### src/rtl/dma_desc_chan.sv
module dma_desc_chan #(
  parameter int AW = 16,
  parameter int LW = 11,
  parameter int FW = 8,
  parameter bit RX = 1'b0
) (
  input  logic          clk,
  input  logic          rst_n,
  input  logic          reg_we,
  input  logic [2:0]    reg_addr,
  input  logic [31:0]   reg_wdata,
  output logic [31:0]   reg_rdata,
  output logic          mem_req,
  output logic          mem_we,
  output logic [AW-1:0] mem_addr,
  output logic [31:0]   mem_wdata,
  input  logic [31:0]   mem_rdata,
  output logic          tx_valid,
  output logic [7:0]    tx_data,
  output logic          tx_last,
  input  logic          tx_ready,
  input  logic          rx_valid,
  input  logic [7:0]    rx_data,
  input  logic          rx_last,
  output logic          rx_ready,
  output logic          cpl_pend
);
  localparam logic [2:0] A_CTRL = 3'd0, A_SRST = 3'd1, A_HEAD = 3'd2, A_CPL = 3'd3, A_FREE = 3'd4;
  localparam int OWN = 29, EOQ = 28;

  typedef enum logic [3:0] {
    S_IDLE, S_MODE, S_MODE_W, S_BUF, S_BUF_W, S_LEN, S_LEN_W, S_TRD, S_TRW,
    S_TOUT, S_RX, S_NXT, S_NXT_W, S_PEEK, S_PEEK_W, S_WB
  } st_t;

  st_t st;
  logic          en, srst, eoq;
  logic [AW-1:0] cur, nxt_q, buf_q, cp;
  logic [LW-1:0] cnt, blen_q;
  logic [31:0]   mode_q, nmode_q, wbuf, merged, wb_word;
  logic [FW-1:0] free_cnt;

  wire [LW-1:0] tlen    = mode_q[LW-1:0];
  wire [1:0]    lane    = cnt[1:0];
  wire [AW-1:0] word_at = buf_q + AW'({cnt[LW-1:2], 2'b00});
  wire          store   = cnt < blen_q;
  wire          rx_hs   = rx_valid && rx_ready;
  wire          rx_put  = rx_hs && store && (lane == 2'd3 || rx_last || cnt + 1'b1 == blen_q);
  wire          hd_go   = reg_we && reg_addr == A_HEAD && st == S_IDLE && en && reg_wdata[AW-1:0] != '0;

  assign tx_valid = !RX && st == S_TOUT;
  assign tx_data  = wbuf[8*lane +: 8];
  assign tx_last  = tx_valid && (cnt + 1'b1 == tlen);
  assign rx_ready = RX && st == S_RX && free_cnt != '0;

  always_comb begin
    merged = wbuf;
    merged[8*lane +: 8] = rx_data;
    if (RX) wb_word = {2'b11, 1'b0, eoq, mode_q[27:LW], cnt};
    else    wb_word = {mode_q[31:30], 1'b0, eoq, mode_q[27:0]};
  end

  always_comb begin
    mem_req = 1'b0; mem_we = 1'b0; mem_addr = '0; mem_wdata = '0;
    case (st)
      S_MODE: begin mem_req = 1'b1; mem_addr = cur + AW'(12); end
      S_BUF:  begin mem_req = 1'b1; mem_addr = cur + AW'(4); end
      S_LEN:  begin mem_req = 1'b1; mem_addr = cur + AW'(8); end
      S_TRD:  begin mem_req = 1'b1; mem_addr = word_at; end
      S_RX:   begin mem_req = rx_put; mem_we = rx_put; mem_addr = word_at; mem_wdata = merged; end
      S_NXT:  begin mem_req = 1'b1; mem_addr = cur; end
      S_PEEK: begin mem_req = 1'b1; mem_addr = nxt_q + AW'(12); end
      S_WB:   begin mem_req = 1'b1; mem_we = 1'b1; mem_addr = cur + AW'(12); mem_wdata = wb_word; end
      default: ;
    endcase
  end

  always_comb begin
    case (reg_addr)
      A_CTRL:  reg_rdata = {31'd0, en};
      A_SRST:  reg_rdata = {31'd0, srst};
      A_HEAD:  reg_rdata = 32'(cur);
      A_CPL:   reg_rdata = 32'(cp);
      A_FREE:  reg_rdata = 32'(free_cnt);
      default: reg_rdata = '0;
    endcase
  end

  always_ff @(posedge clk) begin
    if (!rst_n || srst) begin
      st <= S_IDLE; en <= 1'b0; srst <= 1'b0; eoq <= 1'b0; cur <= '0; nxt_q <= '0;
      buf_q <= '0; cp <= '0; cnt <= '0; blen_q <= '0; mode_q <= '0; nmode_q <= '0;
      wbuf <= '0; free_cnt <= '0; cpl_pend <= 1'b0;
    end else begin
      if (reg_we && reg_addr == A_CTRL) en <= reg_wdata[0];
      if (reg_we && reg_addr == A_SRST) srst <= reg_wdata[0];
      if (reg_we && reg_addr == A_CPL && reg_wdata[AW-1:0] == cp) cpl_pend <= 1'b0;
      free_cnt <= free_cnt + ((reg_we && reg_addr == A_FREE) ? reg_wdata[FW-1:0] : '0)
                           - FW'(RX && st == S_WB);
      case (st)
        S_IDLE:   if (hd_go) begin cur <= reg_wdata[AW-1:0]; st <= S_MODE; end
        S_MODE:   st <= S_MODE_W;
        S_MODE_W: begin
          mode_q <= mem_rdata;
          if (!mem_rdata[OWN]) begin cur <= '0; st <= S_IDLE; end
          else st <= S_BUF;
        end
        S_BUF:    st <= S_BUF_W;
        S_BUF_W:  begin buf_q <= mem_rdata[AW-1:0]; st <= S_LEN; end
        S_LEN:    st <= S_LEN_W;
        S_LEN_W:  begin
          blen_q <= mem_rdata[LW-1:0];
          cnt <= '0;
          if (RX) st <= S_RX;
          else if (tlen == '0) st <= S_NXT;
          else st <= S_TRD;
        end
        S_TRD:    st <= S_TRW;
        S_TRW:    begin wbuf <= mem_rdata; st <= S_TOUT; end
        S_TOUT:   if (tx_ready) begin
          cnt <= cnt + 1'b1;
          if (cnt + 1'b1 == tlen) st <= S_NXT;
          else if (lane == 2'd3) st <= S_TRD;
        end
        S_RX:     if (rx_hs) begin
          if (store) begin wbuf <= merged; cnt <= cnt + 1'b1; end
          if (rx_last) st <= S_NXT;
        end
        S_NXT:    st <= S_NXT_W;
        S_NXT_W:  begin
          nxt_q <= mem_rdata[AW-1:0];
          if (mem_rdata[AW-1:0] == '0) begin eoq <= 1'b1; st <= S_WB; end
          else st <= S_PEEK;
        end
        S_PEEK:   st <= S_PEEK_W;
        S_PEEK_W: begin nmode_q <= mem_rdata; eoq <= !mem_rdata[OWN]; st <= S_WB; end
        S_WB:     begin
          cp <= cur; cpl_pend <= 1'b1; eoq <= 1'b0;
          if (eoq) begin cur <= '0; st <= S_IDLE; end
          else begin cur <= nxt_q; mode_q <= nmode_q; st <= S_BUF; end
        end
        default:  st <= S_IDLE;
      endcase
    end
  end

  AST_IDLE_QUIET: assert property (@(posedge clk) disable iff (!rst_n) st == S_IDLE |-> !mem_req && !tx_valid && !rx_ready);
  AST_TX_HOLD: assert property (@(posedge clk) disable iff (!rst_n) tx_valid && !tx_ready |=> tx_valid && $stable(tx_data));
  AST_WB_OWNER: assert property (@(posedge clk) disable iff (!rst_n) st == S_WB |-> mem_we && !mem_wdata[OWN]);
  AST_EOQ_IDLE: assert property (@(posedge clk) disable iff (!rst_n) st == S_WB && mem_wdata[EOQ] |=> st == S_IDLE && cur == '0);
  AST_RX_BOUND: assert property (@(posedge clk) disable iff (!rst_n) st == S_RX && mem_we |-> cnt < blen_q);
  AST_FREE_CREDIT: assert property (@(posedge clk) disable iff (!rst_n) RX && st == S_WB |-> free_cnt != '0);
  AST_SRST_IDLE: assert property (@(posedge clk) disable iff (!rst_n) srst |=> st == S_IDLE && free_cnt == '0 && !en);
endmodule

### config.mk
export PLATFORM = sky130hd
export DESIGN_NAME = dma_desc_chan
export DESIGN_NICKNAME = d
export VERILOG_FILES = /design/src/rtl/dma_desc_chan.sv
export SDC_FILE = /design/constraint.sdc
export NUM_CORES = 1
export LEC_CHECK = 0
export BUFFER_PORTS_ARGS = -buffer_cell sky130_fd_sc_hd__buf_2
export CAP_MARGIN = 20
export CORE_AREA = 2 2 143 145
export DETAILED_ROUTE_END_ITERATION = 10
export DIE_AREA = 0 0 145 147
export PLACE_DENSITY = 0.81
export SYNTH_ARGS = -nofsm -noshare
export SYNTH_HDL_FRONTEND = slang
export SYNTH_SLANG_ARGS = --single-unit
### constraint.sdc
create_clock -name clk -period 4.3 [get_ports clk]
set_input_delay 0.86 -clock clk [delete_from_list [all_inputs] [get_ports clk]]
set_output_delay 0.86 -clock clk [all_outputs]
set_load 0.02 [all_outputs]
== Yosys cells after proc, flatten, opt, wreduce, memory -nomap -nowiden ==
Cells that the tools add are included.

* Input bits: 81
* Flip-flop bits (word level): 187
* Output and inout bits: 94
* Logic and storage cells: 113

* Shifts and indexed selects: 3
* Reduce and logical (&&, ||, !) cells: 31
* Add/subtract/negate cells: 8
* Equal/unequal tests: 28
* Bitwise logic cells: 1
* Muxes and demuxes: 28

{| class="wikitable"
|+ Operators with widths
! operator !! count
|-
| $pmux 32 s2 || 2
|-
| $pmux 16 s6 || 1
|-
| $pmux 16 s5 || 1
|-
| $pmux 4 s15 || 1
|-
| $add 16x4->16 const B || 3
|-
| $mux 16 || 3
|-
| $pmux 16 s3 || 1
|-
| $neg 5->34 || 1
|-
| $shift 8x34->32 const A || 1
|-
| $shiftx 8x34->32 || 1
|-
| $bwmux 32 || 1
|-
| $eq 4x4->1 const B || 8
|-
| $mux 32 || 1
|-
| $shiftx 32x6->8 || 1
|-
| $pmux 11 s2 || 1
|-
| $mux 4 || 5
|-
| $add 16x11->16 || 1
|-
| $add 16x3->16 const B || 1
|-
| $eq 16x16->1 || 1
|-
| $eq 4x3->1 const B || 4
|-
| $logic_not 16->1 || 1
|-
| $reduce_bool 16->1 || 1
|-
| $add 11x1->11 const B || 1
|-
| $eq 11x11->1 || 1
|-
| 29 further kinds || 56
|}

== Depth between registers and ports, before layout ==
* Depth in word-level cells: 7
* Mapped depth: 15
* Gate-level depth less buffers: 13

== Worst setup path after synthesis ==
Ideal clock, no wire load.

* Path type: register to output
* Start: register st[3]
* End: output port mem_addr[6]
* Path slack: 745 ps
* Data required time: 3440 ps
* Cell stages (with the launch flop): 15
* Arrival: 2695 ps
* Cells stage by stage: dfxtp_1 > buf_4 > and3_1 > o21ai_2 > buf_4 > buf_2 > mux2i_1 > ha_1 > clkbuf_1 > inv_1 > and3_1 > xnor2_1 > o22ai_1 > a31oi_1 > o311ai_0

* Cells in the longest elaborated chain, start to end: 3

{| class="wikitable"
|+ Ends and longest elaborated chain
! item !! line !! source
|-
| from (decl) || 36 || <nowiki>st_t st;</nowiki>
|-
| from (signal assigned) || 91 || <nowiki>st <= S_IDLE; en <= 1'b0; srst <= 1'b0; eoq <= 1'b0; cur <= '0; nxt_q <= '0;</nowiki>
|-
| from (signal assigned) || 101 || <nowiki>S_IDLE: if (hd_go) begin cur <= reg_wdata[AW-1:0]; st <= S_MODE; end</nowiki>
|-
| from (signal assigned) || 102 || <nowiki>S_MODE: st <= S_MODE_W;</nowiki>
|-
| $eq 4x4->1 (tied with other cells) || 65 || <nowiki>case (st)</nowiki>
|-
| $reduce_or 2->1 (no line) || - ||
|-
| $pmux 16 s6 * || 65 ||
|-
| to (decl) || 15 || <nowiki>output logic [AW-1:0] mem_addr,</nowiki>
|}

Mark *: on every way between the ends. The rest lies on a longest branch, timed or not.

== Worst setup path in the final report ==
* Start: register st[2]
* End: output port mem_addr[6]

Same word-level chain as after synthesis.

==> metrics list <==
- Pin placement for this block handled around 180 I/O pins.
- Synthesized instance count: 1545
- Along the worst path, the maximum fanout reaches 9.
- Cells fill ~64% of the core in the end.
- Max clock buf depth: 2
- The core region is slightly below 20000 sq um.
- The largest individual stage delay along the critical path comes from the cell ha_1.
- For this block, the routed nets add up to 36.77 mm of wire.
* Maximum frequency from static timing analysis: about 0.25 GHz
- After routing, the total negative slack on setup checks comes to 0 ns.
- During synthesis, Yosys emitted a total of 0 warnings.
- After detailed routing, the average wire length per cell comes to roughly 19 um.
- In this run, CTS created clock tree buffers numbering 17.
* Count of hold buffers inserted by post-cts repair: 0
* Most frequent CP cell: and3_1
- Leading cell types by total area after synthesis: dfxtp_1 (32%), nand2_1 (12%), a21oi_1 (7.7%)
- Of the available clock period, the critical path in the final layout requires a little over nine tenths.
* Buffers added on ports: 139
- Across the run, the number of max-cap violations was 0.
- For this run, the slowest stage of the critical path takes ~0.38 ns.
- The startpoint identified for the worst register-to-register timing path is cnt[1]$_SDFFE_PP0P_.
- Row generation in the floorplan step produced 52 rows.
- Die W: 145 um
- The routed layout has around 12000 vias.
- Cell area after technology mapping: 11360 sq um
* Hold path startpoint: nmode_q[22]$_SDFFE_PP0P_
* # clock sinks: roughly 180
- Top cell type's share of synthesized area: between 30% and 40%
- In this run the static leakage power is roughly 4.8 nW.
- Using the TritonRoute via totals, the vias-per-cell ratio works out to about 6.2.
- Final Slew Violations: 0
- In the routed design, unresolved DRC markers number 0.
- Data arrives at the worst endpoint at approximately 3.2 ns.
* Number of synthesized flops with an enable pin: 0
* P per Cell Area: 303.5 nW/um^2
- For the final database, setup skew stands at ~0.016 ns.
- After clock tree synthesis, the clock-pin slew on the worst setup and hold paths is roughly 0.090 ns.
* Buffer count from post-CTS setup fixing: 0
- Dominant cell type by area after synthesis: dfxtp_1
- Antenna diode count: 0
- Initial antenna violation count: 1
- Vias in the first global route: between 10000 and 15000
- Gates resized, CTS repair: 0
- After filler insertion, the fill cell instance count of the layout stands at around 1700.
- Area growth from synthesis to final layout: 12.04%
- STA classifies the critical path endpoint as an output pin.
* Hold WC Path Type: reg2reg
* Die Footprint: 21320 sq um
- CTS Root Cell: clkbuf_16
- Tracing the worst setup path back leads to its startpoint at st[2]$_SDFFE_PP0P_.
- Detailed-placement wirelength estimate: 25.45 mm
- Critical path class: reg2out
- Clock tree from TritonCTS: built
- The worst setup path is launched from a flop.
* GR Overflow Total: 0
- At the later pin of the worst-skew pair, clock insertion delay measures 0.45 ns.
- Worst voltage drop across the vdd grid: 276.2 uV
- Counting flops with an async set or reset pin after synthesis yields a share of 0%.
* Outcome: complete, no violations
* Number of antenna-violating nets in the routed design: 0
- In this run the mean area of a mapped cell was between 7 and 8 sq um.
* Number of nets in the layout: about 1700
* Cells traversed along the worst timing path: and3_1 > o21ai_2 > mux2i_1 > ha_1 > inv_1 > and3_1 > xnor2_1 > o22ai_1 > a31oi_1 > o311ai_0 > buf_2
* RSZ-0062 raised after global routing: no
- Ys flop type: dfxtp_1
* Global-route wire length before repair: approximately 58 mm
- The die is between 100 and 150 um tall.
- Count of TritonRoute iterations in the first routing pass: 8
- Post-layout instance area: 12730 sq um
* Overall track demand over capacity in global routing: 33.85%
* Proportion of synthesized chip area in sequential cells: between 30% and 40%
- Of the cells placed in the final design, the portion with a size suffix greater than 1 is between 15 and 20%.
- Headroom to the max-slew limit: between 20 and 30%
- Setup violations remaining at the end of the flow were counted as 0.
* Largest net degree at the start of global routing: 95
- Post-synth cell types: 84
- At the end of routability-driven placement, the weighted congestion stood at around 0.97.
- Depth of the CTS H-tree: 4
- For the pin with the worst max-slew slack, the measured transition is about 1.0 ns.
- The first routing iteration left 1220 violations.
- The number of hold violations in the final report was 0.
- Number of flip-flops and latches in the synthesized netlist: about 180
* Initial Util: between 50% and 60%
- Data required, critical path: ~3.4 ns
- Time the worst path needs with I/O delays and setup: 4.026 ns
* Cell area reported after detailed placement: about 12000 sq um
-- per-stage QoR --
stage | total power [mW] | instances | worst slack (ns) | hold slack, ns
6_report | 3.863 | 1902 | 0.2736 | 0.4590
5_1_grt | 3.981 | 1902 | 0.09608 | 0.4815
4_1_cts | 3.853 | 1899 | 0.3669 | 0.4589
3_5_place_dp | 2.225 | 1867 | 0.8494 | 0.4479
3_3_place_gp | 2.219 | 1867 | 0.8690 | 0.4418
2_1_floorplan | 2.083 | 1561 | 0.7449 | 0.4360
-- cell usage after synthesis, types with 5 or more instances --
library cell and n:
mux4_2 8, or3_1 5, o21a_1 6, nor3_2 5
xnor2_1 26, nor4_1 20, xor2_1 36, ha_1 25
nand2b_1 11, a21oi_1 174, inv_1 20, buf_2 30
and3_1 14, clkbuf_1 58, nor2b_1 40, nand2_1 373
nor3_1 22, a211oi_1 20, a31oi_1 7, mux2i_1 24
o22ai_1 6, a311oi_1 20, o21ai_0 78, a22oi_1 17
a311oi_2 10, dfxtp_1 183, nor2_1 126, o221ai_1 7
nand3_1 30, buf_1 9, nand4_1 7, buf_4 29
and2_1 7, o2111ai_1 11
-- logic make-up (layout without fill, tap and decap cells) --
kind of cell             count (synthesis)  count (layout)  synth area share (%)
adder cells (fa/ha/maj)                 27              27                 3.106
multiplexers                            33              33                 3.800
other                                    1              17               0.03301
AND/OR/NAND/NOR                        685             685                 26.92
AO/OA/AOI/OAI                          404             404                 22.74
XOR/XNOR                                62              62                 4.780
flip-flops                             183             183                 32.25
buffers and inverters                  150             221                 6.377
-- final cells by class --
class	instances	area (sq um)	share of cell area, %
clock buffer	17	425.4	3.342
clock inverter	15	207.7	1.632
inverter	22	82.58	0.6488
multi-input combinational	1228	7046	55.35
sequential	183	3664	28.78
tap	270	337.8	2.654
timing repair buffer	167	965.9	7.589
-- worst paths after layout --
path | slack (ns) | to | cells after the start
setup reg to reg | 1.43 | st[2]$_SDFFE_PP0P_ | 8
hold / removal | 0.46 | nmode_q[22]$_SDFFE_PP0P_ | 2
hold reg to reg | 0.46 | nmode_q[22]$_SDFFE_PP0P_ | 2
setup / recovery | 0.27 | mem_addr[6] | 11
-- metal layers --
layer  vias to the layer above  global-route usage (%)  wire [um]
met5                         -                       0         11
met4                         2                   12.67       1243
met3                       102                   6.988       3917
met2                       673                   53.90      16870
met1                      5536                   45.58      14720
li1                       5528                       -          -
-- where the power goes --
group          switching, mW  internal, mW  leakage, nW
clock network          0.848         0.814        0.306
logic                  0.267         0.137         3.05
registers             0.0748          1.72         1.48
-- registers in the layout, summed over array words and instances (netlist names) --
name / flops
nxt_q: 16
mode_q: 30
free_cnt: 8
st: 4
cnt: 11
cur: 16
eoq: 1
nmode_q: 30
srst: 1
cp: 16
cpl_pend: 1
wbuf: 32
buf_q: 16
en: 1
-- worst max-delay path, delay by kind of cell (launching register included) --
| kind | cells | cell delay [ns] |
|---|---|---|
| adders and majority gates | 1 | 0.38 |
| xor gates and xnor gates | 1 | 0.17 |
| and+or+nand+nor | 2 | 0.44 |
| buffers and inverters | 2 | 0.41 |
| DFF | 1 | 0.35 |
| muxes | 1 | 0.23 |
| AOI/OAI and AO/OA | 4 | 0.75 |
-- cells in the final DEF, fill, tap and decap left out, drive strengths merged, types with 7 or more instances in the layout --
cell,n
dfxtp,183
o2111ai,11
nand3,31
buf,167
nand2b,11
xor2,36
a22oi,17
ha,25
nor4,21
nor2b,40
mux2i,24
clkbuf,17
and2,7
a31oi,7
a21oi,175
nand4,8
nand2,374
a211oi,21
nor3,27
o221ai,7
nor2,128
o21a,7
and3,14
mux4,8
inv,32
o21ai,82
conb,17
a311oi,30
xnor2,26
(Power assumes the default switching activity.)
